`config.mk`:
```
export PLATFORM = sky130hd
export DESIGN_NAME = irq_pin_ctrl
export DESIGN_NICKNAME = d
export VERILOG_FILES = /design/src/rtl/irq_pkg.sv /design/src/rtl/irq_status_latch.sv /design/src/rtl/irq_regs.sv /design/src/rtl/irq_pin_fsm.sv /design/src/rtl/irq_pin_ctrl.sv
export SDC_FILE = /design/constraint.sdc
export NUM_CORES = 1
export LEC_CHECK = 0
export BUFFER_PORTS_ARGS = -buffer_cell sky130_fd_sc_hd__buf_2
export CAP_MARGIN = 25
export CORE_ASPECT_RATIO = 0.9
export CORE_MARGIN = 8
export CORE_UTILIZATION = 45
export CTS_CLUSTER_SIZE = 16
export DETAILED_ROUTE_END_ITERATION = 8
export GPL_ROUTABILITY_DRIVEN = 0
export PLACE_DENSITY = 0.81
export SLEW_MARGIN = 20
export SYNTH_ARGS = -nofsm -noshare
export SYNTH_HDL_FRONTEND = slang
export SYNTH_HIERARCHICAL = 1
export SYNTH_SLANG_ARGS = --single-unit
```
`constraint.sdc`:
```
create_clock -name clk_i -period 2.41 [get_ports clk_i]
set_clock_uncertainty 0.15 [all_clocks]
set_input_delay 0.1205 -clock clk_i [delete_from_list [all_inputs] [get_ports clk_i]]
set_output_delay 0.1205 -clock clk_i [all_outputs]
set_load 0.03 [all_outputs]
```
`src/rtl/irq_pkg.sv`:
```
package irq_pkg;

    // Pin ownership states.
    typedef enum logic [0:0] {
        PIN_RELEASED = 1'b0,
        PIN_DRIVING  = 1'b1
    } pin_state_e;

    // Register decode result.
    typedef enum logic [1:0] {
        SEL_CTRL = 2'd0,
        SEL_IRQ  = 2'd1,
        SEL_NONE = 2'd2
    } reg_sel_e;

endpackage

```
`src/rtl/irq_status_latch.sv`:
```
module irq_status_latch #(
    parameter int N_SRC = 8
) (
    input  logic             clk_i,
    input  logic             rst_n_i,
    input  logic [N_SRC-1:0] evt_i,
    input  logic             clr_i,
    output logic [N_SRC-1:0] status_o
);

    logic [N_SRC-1:0] evt_prev_q;
    logic [N_SRC-1:0] rise;

    // Previous event level, for edge detection.
    always_ff @(posedge clk_i or negedge rst_n_i) begin
        if (!rst_n_i) begin
            evt_prev_q <= '0;
        end else begin
            evt_prev_q <= evt_i;
        end
    end

    assign rise = evt_i & ~evt_prev_q;

    // One sticky bit per source; a new edge outranks the clear.
    for (genvar g = 0; g < N_SRC; g++) begin : g_bit
        logic bit_q;
        always_ff @(posedge clk_i or negedge rst_n_i) begin
            if (!rst_n_i) begin
                bit_q <= 1'b0;
            end else if (rise[g]) begin
                bit_q <= 1'b1;
            end else if (clr_i) begin
                bit_q <= 1'b0;
            end
        end
        assign status_o[g] = bit_q;
    end

    // a detected edge is visible in status next cycle, even under a clear.
    p_rise_sets_r4: assert property (@(posedge clk_i) disable iff (!rst_n_i)
        (|rise) |=> ((status_o & $past(rise)) == $past(rise)));

    // a clear removes every bit that had no new edge.
    p_clear_r3: assert property (@(posedge clk_i) disable iff (!rst_n_i)
        clr_i |=> ((status_o & ~$past(rise)) == '0));

    // without a clear, set bits never drop.
    p_hold_r2: assert property (@(posedge clk_i) disable iff (!rst_n_i)
        !clr_i |=> ((status_o & $past(status_o)) == $past(status_o)));

endmodule

```
`src/rtl/irq_regs.sv`:
```
module irq_regs
    import irq_pkg::*;
#(
    parameter int              N_SRC     = 8,
    parameter int              ADDR_W    = 2,
    parameter logic [ADDR_W-1:0] ADDR_CTRL = 0,
    parameter logic [ADDR_W-1:0] ADDR_IRQ  = 1,
    localparam int             REG_W     = 2 * N_SRC
) (
    input  logic              clk_i,
    input  logic              rst_n_i,
    input  logic [ADDR_W-1:0] addr_i,
    input  logic              wr_i,
    input  logic              rd_i,
    input  logic [REG_W-1:0]  wdata_i,
    input  logic [N_SRC-1:0]  status_i,
    output logic [REG_W-1:0]  rdata_o,
    output logic [N_SRC-1:0]  enable_o,
    output logic              pol_o,
    output logic              clr_o
);

    reg_sel_e         sel;
    logic [N_SRC-1:0] enable_q;
    logic             pol_q;

    // Address decode.
    always_comb begin
        if (addr_i == ADDR_CTRL) begin
            sel = SEL_CTRL;
        end else if (addr_i == ADDR_IRQ) begin
            sel = SEL_IRQ;
        end else begin
            sel = SEL_NONE;
        end
    end

    // Enable half of the interrupt register; the status half is read-only.
    always_ff @(posedge clk_i or negedge rst_n_i) begin
        if (!rst_n_i) begin
            enable_q <= '0;
        end else if (wr_i && sel == SEL_IRQ) begin
            enable_q <= wdata_i[REG_W-1:N_SRC];
        end
    end

    // Polarity bit in the control register.
    always_ff @(posedge clk_i or negedge rst_n_i) begin
        if (!rst_n_i) begin
            pol_q <= 1'b0;
        end else if (wr_i && sel == SEL_CTRL) begin
            pol_q <= wdata_i[0];
        end
    end

    // Read mux.
    always_comb begin
        unique case (sel)
            SEL_CTRL: rdata_o = {{(REG_W-1){1'b0}}, pol_q};
            SEL_IRQ:  rdata_o = {enable_q, status_i};
            default:  rdata_o = '1;
        endcase
    end

    assign clr_o    = rd_i && (sel == SEL_IRQ);
    assign enable_o = enable_q;
    assign pol_o    = pol_q;

    // enables only move on a write to the interrupt register.
    p_en_hold_r5: assert property (@(posedge clk_i) disable iff (!rst_n_i)
        !(wr_i && addr_i == ADDR_IRQ) |=> $stable(enable_o));

    // polarity only moves on a write to the control register.
    p_pol_hold_r9: assert property (@(posedge clk_i) disable iff (!rst_n_i)
        !(wr_i && addr_i == ADDR_CTRL) |=> $stable(pol_o));

endmodule

```
`src/rtl/irq_pin_fsm.sv`:
```
module irq_pin_fsm
    import irq_pkg::*;
#(
    parameter int N_SRC = 8
) (
    input  logic             clk_i,
    input  logic             rst_n_i,
    input  logic [N_SRC-1:0] status_i,
    input  logic [N_SRC-1:0] enable_i,
    input  logic             pol_i,
    output logic             pin_o,
    output logic             pin_oe_o
);

    pin_state_e state_q;
    pin_state_e state_d;
    logic       pending;

    assign pending = |(status_i & enable_i);

    // Next-state logic.
    always_comb begin
        state_d = state_q;
        unique case (state_q)
            PIN_RELEASED: if (pending)  state_d = PIN_DRIVING;
            PIN_DRIVING:  if (!pending) state_d = PIN_RELEASED;
            default:      state_d = PIN_RELEASED;
        endcase
    end

    // State register.
    always_ff @(posedge clk_i or negedge rst_n_i) begin
        if (!rst_n_i) begin
            state_q <= PIN_RELEASED;
        end else begin
            state_q <= state_d;
        end
    end

    // Outputs.
    always_comb begin
        unique case (state_q)
            PIN_DRIVING: begin
                pin_oe_o = 1'b1;
                pin_o    = pol_i;
            end
            default: begin
                pin_oe_o = 1'b0;
                pin_o    = ~pol_i;
            end
        endcase
    end

    // any enabled pending bit drives the pin on the next edge.
    p_drive_r6: assert property (@(posedge clk_i) disable iff (!rst_n_i)
        (|(status_i & enable_i)) |=> pin_oe_o);

    // with nothing enabled and pending, the pin is released on the next edge.
    p_release_r7: assert property (@(posedge clk_i) disable iff (!rst_n_i)
        !(|(status_i & enable_i)) |=> !pin_oe_o);

endmodule

```
`src/rtl/irq_pin_ctrl.sv`:
```
module irq_pin_ctrl #(
    parameter int              N_SRC     = 8,
    parameter int              ADDR_W    = 2,
    parameter logic [ADDR_W-1:0] ADDR_CTRL = 0,
    parameter logic [ADDR_W-1:0] ADDR_IRQ  = 1,
    localparam int             REG_W     = 2 * N_SRC
) (
    input  logic              clk_i,
    input  logic              rst_n_i,
    input  logic [N_SRC-1:0]  evt_i,
    input  logic [ADDR_W-1:0] reg_addr_i,
    input  logic              reg_wr_i,
    input  logic              reg_rd_i,
    input  logic [REG_W-1:0]  reg_wdata_i,
    output logic [REG_W-1:0]  reg_rdata_o,
    output logic              irq_o,
    output logic              irq_oe_o
);

    logic [N_SRC-1:0] status;
    logic [N_SRC-1:0] enable;
    logic             pol;
    logic             clr;

    irq_status_latch #(.N_SRC(N_SRC)) u_latch (
        .clk_i    (clk_i),
        .rst_n_i  (rst_n_i),
        .evt_i    (evt_i),
        .clr_i    (clr),
        .status_o (status)
    );

    irq_regs #(
        .N_SRC     (N_SRC),
        .ADDR_W    (ADDR_W),
        .ADDR_CTRL (ADDR_CTRL),
        .ADDR_IRQ  (ADDR_IRQ)
    ) u_regs (
        .clk_i    (clk_i),
        .rst_n_i  (rst_n_i),
        .addr_i   (reg_addr_i),
        .wr_i     (reg_wr_i),
        .rd_i     (reg_rd_i),
        .wdata_i  (reg_wdata_i),
        .status_i (status),
        .rdata_o  (reg_rdata_o),
        .enable_o (enable),
        .pol_o    (pol),
        .clr_o    (clr)
    );

    irq_pin_fsm #(.N_SRC(N_SRC)) u_fsm (
        .clk_i    (clk_i),
        .rst_n_i  (rst_n_i),
        .status_i (status),
        .enable_i (enable),
        .pol_i    (pol),
        .pin_o    (irq_o),
        .pin_oe_o (irq_oe_o)
    );

    // the value seen while released is never the active level.
    p_released_level_r8: assert property (@(posedge clk_i) disable iff (!rst_n_i)
        !irq_oe_o |-> (irq_o != pol));

endmodule

```
==> results.sh, run 1 <==
export IMPL_outcome="complete, no violations"
export IMPL_grt_first_pass_wirelength_um=4340
export IMPL_maxCapViolations=0
export IMPL_arrival_ns=1.33
export IMPL_path_class="flip-flop to output pin"
export IMPL_worst_setup_path_start_kind="flip-flop"
export IMPL_port_buffers=40
export IMPL_wl_met3_um=110
export IMPL_initial_core_util_pct=47.8
export IMPL_synth_seq_cells=26
export IMPL_cts_sinks=26
export IMPL_met1Wirelength_um=1140
export IMPL_peakVddDrop_uv=440
export IMPL_clkTransAtPathRegs_ns=0.14
export IMPL_pwr_share_comb_pct=23.4
export IMPL_rsz0062_at_grt="no"
export IMPL_holdWs_ns=0.0887
export IMPL_num_rows=17
export IMPL_synth_edf_count=0
export IMPL_cts_tree="yes"
export IMPL_ys_flop_type="dfrtp_1"
export IMPL_worst_pin_slew_ns=0.560
export IMPL_clkPwrFrac_pct=27.7
export IMPL_grt_pass1_vias=930
export IMPL_setup_violations=0
export IMPL_period_share_pct=66.6
export IMPL_drt_total_wl_um=2570
export IMPL_cp_end_kind="output pin"
export IMPL_synth_top_cells_by_count="26 x dfrtp_1, 16 x inv_1, 15 x a21o_1"
export IMPL_postSynthCellCount=98
export IMPL_grt_overflow=0
export IMPL_die_h_um=64.8
export IMPL_syn_nets=128
export IMPL_via_per_inst=4.86
export IMPL_top_layer="met4"
export IMPL_finalNetCount=178
export IMPL_intPower_mw=0.771
export IMPL_postSynthAreaPerCell_um2=12.1
export IMPL_htree_levels=1
export IMPL_tns_ns=0
export IMPL_antenna_cells=0
export IMPL_drt_iter0_markers=11
export IMPL_crit_buf_inv=1
export IMPL_yosysUniqueCellTypes=18
export IMPL_hp_class="input port to flip-flop"
export IMPL_worst_path_largest_cell_delay_ns=0.43
export IMPL_cts_buffers=3
export IMPL_io_pins=48
export IMPL_clock_path_buffers=2
export IMPL_die_w_um=70.2
export IMPL_leakagePower_nw=0.828
export IMPL_ys_warnings_count=6
export IMPL_max_slew_margin_pct=62.7
export IMPL_path_max_fanout=3
export IMPL_final_hold_violation_count=0
export IMPL_fmax_mhz=623
export IMPL_p_per_area_nw_per_um2=691
export IMPL_wl_met2_um=1270
export IMPL_post_drt_wl_per_cell_um=14.7
export IMPL_drc_errors=0
export IMPL_power_mw=1.08
export IMPL_async_reset_ff_share_pct=100
export IMPL_ant_nets=0
export IMPL_yosysSeqAreaShare_pct=54.7
export IMPL_p_sw_share_pct=28.4
export IMPL_synthTopCellsByArea="dfrtp_1 55%, a21o_1 9.5%, mux2_2 8.5%"
export IMPL_pwr_share_seq_pct=48.9
export IMPL_yosys_area_top_type="dfrtp_1"
export IMPL_yosysTopAreaCellShare_pct=54.7
export IMPL_cts_repair_resized=0
export IMPL_regArea_um2=651
export IMPL_required_ns=2.14
export IMPL_area_growth_syn_to_layout_pct=31.1
export IMPL_synth_most_common_cell="dfrtp_1"
export IMPL_clk_latency_ns=0.33
export IMPL_dpl_hpwl_um=1820
export IMPL_drt_first_pass_iters=4
export IMPL_fill_cells=206
export IMPL_layout_min_cycle_time_ns=1.60
export IMPL_cp_top_family="flip-flops"
export IMPL_grt_max_degree=27
export IMPL_core_area_um2=2490
export IMPL_cts_root_buf="clkbuf_4"
export IMPL_p_switching_mw=0.306
export IMPL_die_area_um2=4540
export IMPL_drv_slew=0
export IMPL_layout_drive_gt1_share_pct=38.1
export IMPL_path_cells="nor2b_1, a211o_1, buf_2"
export IMPL_cp_slowest_cell="dfrtp_1"
export IMPL_antenna_found_initial=0
export IMPL_netlist_area_um2=1190
export IMPL_multiInputGateArea_um2=379
export IMPL_grt_usage_pct=11.7
export IMPL_vias=851
==> tightest hold or removal path, stage by stage <==
cell      delay, ns
buf_2          0.12
nand3b_4       0.14
mux2_2         0.17
==> metrics by stage <==
step / worst slack (ns) / utilization (%) / cell area, µm² / std cells
6_report: 0.805 / 62.6 / 1560 / 175
5_1_grt: 0.751 / 62.6 / 1560 / 175
4_1_cts: 0.788 / 62.6 / 1560 / 175
3_5_place_dp: 1.05 / 53.2 / 1330 / 153
3_3_place_gp: 1.06 / 53.2 / 1330 / 153
2_1_floorplan: 1.07 / - / 1190 / 98
==> what timing repair did <==
item | 4_1_cts | 5_1_grt
hold buffers | 18 | 0
setup buffers | 0 | 0
endpoints found under the hold margin | 51 | 0
==> cells in the final DEF (no fill, tap or decap), types with 3 or more instances in the layout <==
master,Yosys,final
buf_2,1,40
clkbuf_4,0,3
o22ai_1,7,7
dfrtp_1,26,26
a21o_1,15,15
a22oi_1,4,4
mux2_2,9,9
dlygate4sd3_1,0,18
inv_1,16,16
==> power groups by stage <==
stage               combinational (mW)  sequential [mW]  clock [mW]
finish                           0.252            0.526       0.298
detailed placement               0.231            0.535           0
floorplan                        0.186            0.523           0
global route                     0.273            0.536       0.322
CTS                              0.255            0.527       0.303
global placement                 0.228            0.532           0
==> layout make-up <==
| cell class | count | area share, % |
|---|---|---|
| inverters | 16 | 3.86 |
| multi-input cells | 43 | 24.3 |
| flip-flops and latches | 26 | 41.8 |
| repair buffers | 58 | 24.4 |
| clock inverters | 1 | 1.93 |
| clock buffers | 3 | 1.45 |
| well taps | 28 | 2.25 |
==> cell families after synthesis <==
group           share of synthesized area [%]
xor+xnor                                0.737
buf+inv                                  13.4
simple gates                             4.53
flops                                    54.7
compound gates                           18.1
mux                                      8.53
==> sequential cells by signal, summed over array words and instances (netlist names) <==
| signal | flops |
|---|---|
| u_fsm/state_q | 1 |
| u_latch/g_bit.bit_q | 8 |
| u_regs/enable_o | 8 |
| u_latch/evt_prev_q | 8 |
| u_regs/pol_o | 1 |
==> worst paths after layout <==
path | end | from | cells past startpoint | slack, ns
worst max-delay path | reg_rdata_o[0] | u_regs/pol_o$_DFFE_PN0P_ | 3 | 0.81
worst min-delay path | u_regs/enable_o[3]$_DFFE_PN0P_ | reg_wr_i | 3 | 0.09
worst max register to register | u_fsm/state_q$_DFF_PN0_ | u_latch/g_bit[2].bit_q$_DFFE_PN0P_ | 2 | 1.35
worst min register to register | u_latch/g_bit[6].bit_q$_DFFE_PN0P_ | u_latch/evt_prev_q[6]$_DFF_PN0_ | 1 | 0.29
max in group asynchronous | u_latch/evt_prev_q[2]$_DFF_PN0_ | rst_n_i | 2 | 1.59
min in group asynchronous | u_regs/enable_o[5]$_DFFE_PN0P_ | rst_n_i | 2 | 0.15
==> metal layers <==
layer | up-vias | track usage, %
li1 | 424 | -
met1 | 401 | 13.8
met2 | 21 | 19.2
met3 | 5 | 3.04
met4 | 0 | 6.27
met5 | - | 0
No activity file was read; power rests on OpenSTA's default activity.
==> inputs of run 2 (changes only) <==
==> constraint.sdc (replaced) <==
create_clock -name clk_i -period 1.5 [get_ports clk_i]
set_clock_uncertainty 0.15 [all_clocks]
set_input_delay 0.075 -clock clk_i [delete_from_list [all_inputs] [get_ports clk_i]]
set_output_delay 0.075 -clock clk_i [all_outputs]
set_load 0.03 [all_outputs]
==> results.sh, run 2 (synthesis results as in run 1) <==
export IMPL_grt_overflow=0
export IMPL_period_share_pct=97.5
export IMPL_cts_tree="yes"
export IMPL_min_from="reg_wr_i"
export IMPL_vias=871
export IMPL_grt_first_pass_wirelength_um=4290
export IMPL_cp_slowest_cell="dfrtp_1"
export IMPL_core_area_um2=2490
export IMPL_path_max_fanout=2
export IMPL_p_switching_mw=0.493
export IMPL_power_mw=1.62
export IMPL_finalNetCount=181
export IMPL_cp_top_family="flip-flops"
export IMPL_die_h_um=64.8
export IMPL_cts_buffers=3
export IMPL_rsz0062_at_grt="yes"
export IMPL_final_common_cell="buf_2"
export IMPL_place_area_um2=1340
export IMPL_holdWs_ns=0.0523
export IMPL_grt_max_degree=27
export IMPL_peakVddDrop_uv=792
export IMPL_area_growth_syn_to_layout_pct=32.1
export IMPL_post_drt_wl_per_cell_um=14.8
export IMPL_antenna_cells=0
export IMPL_maxCapViolations=0
export IMPL_r2r_end="u_fsm/state_q$_DFF_PN0_"
export IMPL_r2r_setup_slack_ns=0.43
export IMPL_worst_setup_path_start_kind="flip-flop"
export IMPL_drt_first_pass_iters=5
export IMPL_crit_buf_inv=1
export IMPL_arrival_ns=1.24
export IMPL_clkTransAtPathRegs_ns=0.14
export IMPL_drv_slew=0
export IMPL_antenna_found_initial=0
export IMPL_outcome="complete, no violations"
export IMPL_regToRegStartpoint="u_latch/g_bit[1].bit_q$_DFFE_PN0P_"
export IMPL_reg2reg_depth=2
export IMPL_path_cells="nor2b_1, a211o_1, buf_6"
export IMPL_hold_end="u_regs/enable_o[4]$_DFFE_PN0P_"
export IMPL_hold_depth=3
export IMPL_cp_end_kind="output pin"
export IMPL_port_buffers=40
export IMPL_ant_nets=0
export IMPL_io_pins=48
export IMPL_p_sw_share_pct=30.4
export IMPL_setup_violations=0
export IMPL_leakagePower_nw=0.838
export IMPL_dpl_hpwl_um=1830
export IMPL_clock_path_buffers=2
export IMPL_worst_pin_slew_ns=0.564
export IMPL_cts_root_buf="clkbuf_4"
export IMPL_p_per_area_nw_per_um2=1030
export IMPL_clkPwrFrac_pct=21.8
export IMPL_final_cell_mix="39 x buf_2, 26 x dfrtp_1, 18 x dlygate4sd3_1, 16 x inv_1, 15 x a21o_1"
export IMPL_finalInstanceArea_um2=1570
export IMPL_grt_pass1_vias=940
export IMPL_die_w_um=70.2
export IMPL_intPower_mw=1.13
export IMPL_final_hold_violation_count=0
export IMPL_drc_errors=0
export IMPL_num_rows=17
export IMPL_clk_latency_ns=0.32
export IMPL_fmax_mhz=684
export IMPL_via_per_inst=4.89
export IMPL_htree_levels=1
export IMPL_die_area_um2=4540
export IMPL_pwr_share_seq_pct=52.0
export IMPL_layout_min_cycle_time_ns=1.46
export IMPL_layout_drive_gt1_share_pct=39.3
export IMPL_max_slew_margin_pct=62.4
export IMPL_required_ns=1.27
export IMPL_cts_sinks=26
export IMPL_drt_iter0_markers=19
export IMPL_path_class="flip-flop to output pin"
export IMPL_hp_class="input port to flip-flop"
export IMPL_initial_core_util_pct=47.8
export IMPL_grt_usage_pct=11.6
export IMPL_drt_total_wl_um=2630
export IMPL_pwr_share_comb_pct=26.2
export IMPL_worst_path_largest_cell_delay_ns=0.40
==> run 2: cell types whose count changed in the layout (fill, tap and decap cells not counted), sizes merged <==
cell    previous run  this run
buf               40        43
bufinv             1         0
clkbuf             3         4
==> run 2: worst max path at each step <==
| stage | from | end | slack (ns) | depth (start not counted) |
|---|---|---|---|---|
| after floorplan | u_fsm/state_q$_DFF_PN0_ | irq_o | 0.20 | 1 |
| after global placement | u_regs/pol_o$_DFFE_PN0P_ | reg_rdata_o[0] | 0.31 | 3 |
| after detailed placement | reg_addr_i[0] | u_latch/g_bit[4].bit_q$_DFFE_PN0P_ | 0.28 | 3 |
| after CTS | u_regs/pol_o$_DFFE_PN0P_ | reg_rdata_o[0] | 0.03 | 3 |
| after global routing | u_regs/pol_o$_DFFE_PN0P_ | reg_rdata_o[0] | -0.01 | 3 |
| final | u_regs/pol_o$_DFFE_PN0P_ | reg_rdata_o[0] | 0.04 | 3 |
==> run 2: repair_timing <==
action                     CTS  global route
pin swaps                    1             0
setup endpoints to repair    1             1
hold endpoints to repair    51             0
hold buffers                18             0
resized for setup            2             0
setup buffers                1             0
==> run 2: metrics by stage <==
stage / worst slack, ns / util [%] / TNS [ns] / std cells
floorplan: 0.203 / - / 0 / 98
global placement: 0.307 / 53.8 / 0 / 155
detailed placement: 0.279 / 53.8 / 0 / 155
CTS: 0.0262 / 63.1 / 0 / 178
global route: -0.0135 / 63.1 / -0.0135 / 178
finish: 0.0375 / 63.1 / 0 / 178
==> run 2: worst reg2reg max path, stage by stage, from the launching register on <==
cell	delay [ns]
dfrtp_1	0.42
a22oi_1	0.26
nand4_1	0.12
==> run 2: metal layers <==
metal / global-route usage, % / up-vias / share of wire (%)
li1: - / 430 / -
met1: 13.1 / 417 / 44
met2: 19.6 / 20 / 49
met3: 3.35 / 4 / 5.0
met4: 6.02 / 0 / 1.8
met5: 0 / - / 0
==> run 2: power groups by stage <==
stage,clock [mW],combinational [mW],sequential [mW]
finish,0.353,0.425,0.844
global route,0.384,0.457,0.854
CTS,0.363,0.427,0.842
detailed placement,0,0.377,0.859
global placement,0,0.370,0.854
floorplan,0,0.299,0.841
==> run 2: final cells by class <==
type	count	area, µm²
Fill cell	200	918
Multi-Input combinational cell	43	379
Inverter	16	60.1
Sequential cell	26	651
Timing Repair Buffer	61	409
Tap cell	28	35.0
Clock buffer	4	36.3
==> inputs of run 3 (changes only) <==
--- a/config.mk
+++ b/config.mk
@@ -5,6 +5,7 @@
 export SDC_FILE = /design/constraint.sdc
 export NUM_CORES = 1
 export LEC_CHECK = 0
+export ABC_AREA = 1
 export BUFFER_PORTS_ARGS = -buffer_cell sky130_fd_sc_hd__buf_2
 export CAP_MARGIN = 25
 export CORE_ASPECT_RATIO = 0.9
==> constraint.sdc (replaced) <==
create_clock -name clk_i -period 1.5 [get_ports clk_i]
set_clock_uncertainty 0.15 [all_clocks]
set_input_delay 0.075 -clock clk_i [delete_from_list [all_inputs] [get_ports clk_i]]
set_output_delay 0.075 -clock clk_i [all_outputs]
set_load 0.1 [all_outputs]
==> results.sh, run 3 <==
export IMPL_outcome="complete, no violations"
export IMPL_layout_drive_gt1_share_pct=25.8
export IMPL_arrival_ns=1.53
export IMPL_clock_path_buffers=2
export IMPL_yosysTopAreaCellShare_pct=52.3
export IMPL_syn_nets=186
export IMPL_grt_pass1_vias=1301
export IMPL_cts_tree="yes"
export IMPL_antenna_cells=0
export IMPL_r2r_end="u_fsm/state_q$_DFF_PN0_"
export IMPL_netlist_area_um2=1240
export IMPL_final_cell_mix="87 x nand2_1, 28 x dlygate4sd3_1, 24 x dfrtp_1, 22 x buf_2, 16 x buf_12"
export IMPL_area_growth_syn_to_layout_pct=62.4
export IMPL_clk_latency_ns=0.33
export IMPL_max_slew_margin_pct=62.2
export IMPL_rsz0062_at_grt="no"
export IMPL_hold_end="u_latch/g_bit[2].bit_q$_DFFE_PN0P_"
export IMPL_drt_iter0_markers=104
export IMPL_path_max_fanout=11
export IMPL_drv_slew=0
export IMPL_worst_path_largest_cell_delay_ns=0.57
export IMPL_ys_warnings_count=6
export IMPL_yosys_area_top_type="dfrtp_1"
export IMPL_drt_total_wl_um=3640
export IMPL_regToRegStartpoint="u_latch/g_bit[0].bit_q$_DFFE_PN0P_"
export IMPL_synth_seq_cells=26
export IMPL_worst_pin_slew_ns=0.567
export IMPL_maxCapViolations=0
export IMPL_htree_levels=1
export IMPL_postCtsSetupRepairBufs=0
export IMPL_layout_min_cycle_time_ns=1.44
export IMPL_postSynthAreaPerCell_um2=7.97
export IMPL_num_rows=18
export IMPL_place_ws_ns=0.210
export IMPL_peakVddDrop_uv=799
export IMPL_fill_cells=179
export IMPL_cp_slowest_cell="dlygate4sd3_1"
export IMPL_tns_ns=0
export IMPL_vias=1224
export IMPL_fmax_mhz=695
export IMPL_r2r_setup_slack_ns=0.42
export IMPL_die_h_um=65.9
export IMPL_worst_slack_ns=0.0604
export IMPL_cts_buffers=3
export IMPL_p_per_area_nw_per_um2=1130
export IMPL_via_per_inst=4.96
export IMPL_path_class="input port to flip-flop"
export IMPL_die_area_um2=4700
export IMPL_postSynthCellCount=156
export IMPL_cts_sinks=26
export IMPL_drt_first_pass_iters=4
export IMPL_post_drt_wl_per_cell_um=14.7
export IMPL_initial_core_util_pct=46.4
export IMPL_final_common_cell="nand2_1"
export IMPL_io_pins=48
export IMPL_reg2reg_depth=4
export IMPL_drc_errors=0
export IMPL_final_util_pct=75.4
export IMPL_antenna_found_initial=0
export IMPL_worst_path_most_repeated_cell="dlygate4sd3_1"
export IMPL_yosysSeqAreaShare_pct=52.3
export IMPL_async_reset_ff_share_pct=100
export IMPL_synthTopCellsByArea="dfrtp_1 52%, nand2_1 26%, buf_4 6.6%"
export IMPL_cp_end_kind="flip-flop"
export IMPL_hp_class="input port to flip-flop"
export IMPL_synth_most_common_cell="nand2_1"
export IMPL_dpl_hpwl_um=2130
export IMPL_path_cells="dlygate4sd3_1, buf_4, nand4_1, dlygate4sd3_1, nand2_1"
export IMPL_leakagePower_nw=1.05
export IMPL_finalNetCount=248
export IMPL_min_from="reg_rd_i"
export IMPL_setup_violations=0
export IMPL_yosysUniqueCellTypes=12
export IMPL_grt_max_degree=27
export IMPL_clkTransAtPathRegs_ns=0.14
export IMPL_grt_overflow=0
export IMPL_ant_nets=0
export IMPL_synth_top_cells_by_count="87 x nand2_1, 26 x dfrtp_1, 11 x buf_4"
export IMPL_holdWs_ns=0.0524
export IMPL_cts_root_buf="clkbuf_4"
export IMPL_grt_first_pass_wirelength_um=5990
export IMPL_grt_usage_pct=16.3
export IMPL_die_w_um=71.4
export IMPL_hold_depth=6
export IMPL_final_hold_violation_count=0
export IMPL_required_ns=1.59
export IMPL_synth_edf_count=0
export IMPL_worst_setup_path_start_kind="input port"
export IMPL_ys_flop_type="dfrtp_1"
export IMPL_port_buffers=40
export IMPL_period_share_pct=96.0
export IMPL_core_area_um2=2680
==> run 3: changes by cell type in the layout (fill, tap and decap cells not counted), moves of 9 or more <==
cell / delta
a21o_1: -15
buf_12: +16
buf_2: -17
dlygate4sd3_1: +10
mux2_2: -9
nand2_1: +87
==> run 3: metrics by stage <==
stage	cells	power, mW	instance area (µm²)
2_1_floorplan	156	1.46	1270
3_3_place_gp	214	1.71	1650
3_5_place_dp	214	1.72	1650
4_1_cts	247	2.25	2000
5_1_grt	247	2.36	2020
6_report	247	2.28	2020
==> run 3: how the worst max path moves through the flow <==
stage                              from                              to  slack [ns]
6_report                       reg_wr_i  u_regs/enable_o[3]$_DFFE_PN0P_        0.06
5_1_grt        u_regs/pol_o$_DFFE_PN0P_                  reg_rdata_o[0]        0.01
4_1_cts        u_regs/pol_o$_DFFE_PN0P_                  reg_rdata_o[0]        0.02
3_5_place_dp   u_regs/pol_o$_DFFE_PN0P_                  reg_rdata_o[0]        0.21
3_3_place_gp   u_regs/pol_o$_DFFE_PN0P_                  reg_rdata_o[0]        0.23
2_1_floorplan   u_fsm/state_q$_DFF_PN0_                           irq_o       0.001
==> run 3: critical path: cells and delay by family <==
kind / cells / cell delay [ns]
buf+inv: 3 / 1.30
simple gates: 2 / 0.16
==> run 3: cell families (layout without fill, tap and decap cells) <==
logic type | Yosys count | in the layout | share of synthesized area, %
xor gates and xnor gates | 1 | 1 | 0.704
DFF | 26 | 26 | 52.3
and+or+nand+nor | 104 | 104 | 34.3
buffers and inverters | 25 | 86 | 12.7
==> run 3: final cells by class <==
type	count	area (µm²)	share of cell area, %
Multi-Input combinational cell	105	478	23.7
Inverter	11	41.3	2.04
Tap cell	30	37.5	1.86
Sequential cell	26	653	32.3
Timing Repair Buffer	71	757	37.5
Clock inverter	1	30.0	1.49
Clock buffer	3	22.5	1.12
==> run 3: repair_timing <==
item,in CTS,in global routing
hold buffers,29,0
hold endpoints to repair,51,0
pin swaps,0,1
resized for setup,3,7
endpoints found under the setup margin,1,10
cloned,0,0
==> run 3: layer usage <==
metal | global-route usage [%] | wire length (µm) | vias to the layer above
li1 | - | - | 585
met1 | 17.2 | 1420 | 573
met2 | 27.8 | 1820 | 50
met3 | 6.21 | 235 | 16
met4 | 8.55 | 162 | 0
met5 | 0 | 0 | -
==> run 3: power by group <==
group / internal [mW] / total, mW / switching (mW)
registers: 0.782 / 0.856 / 0.0742
logic: 0.330 / 0.938 / 0.607
clock network: 0.271 / 0.488 / 0.218
total: 1.38 / 2.28 / 0.899
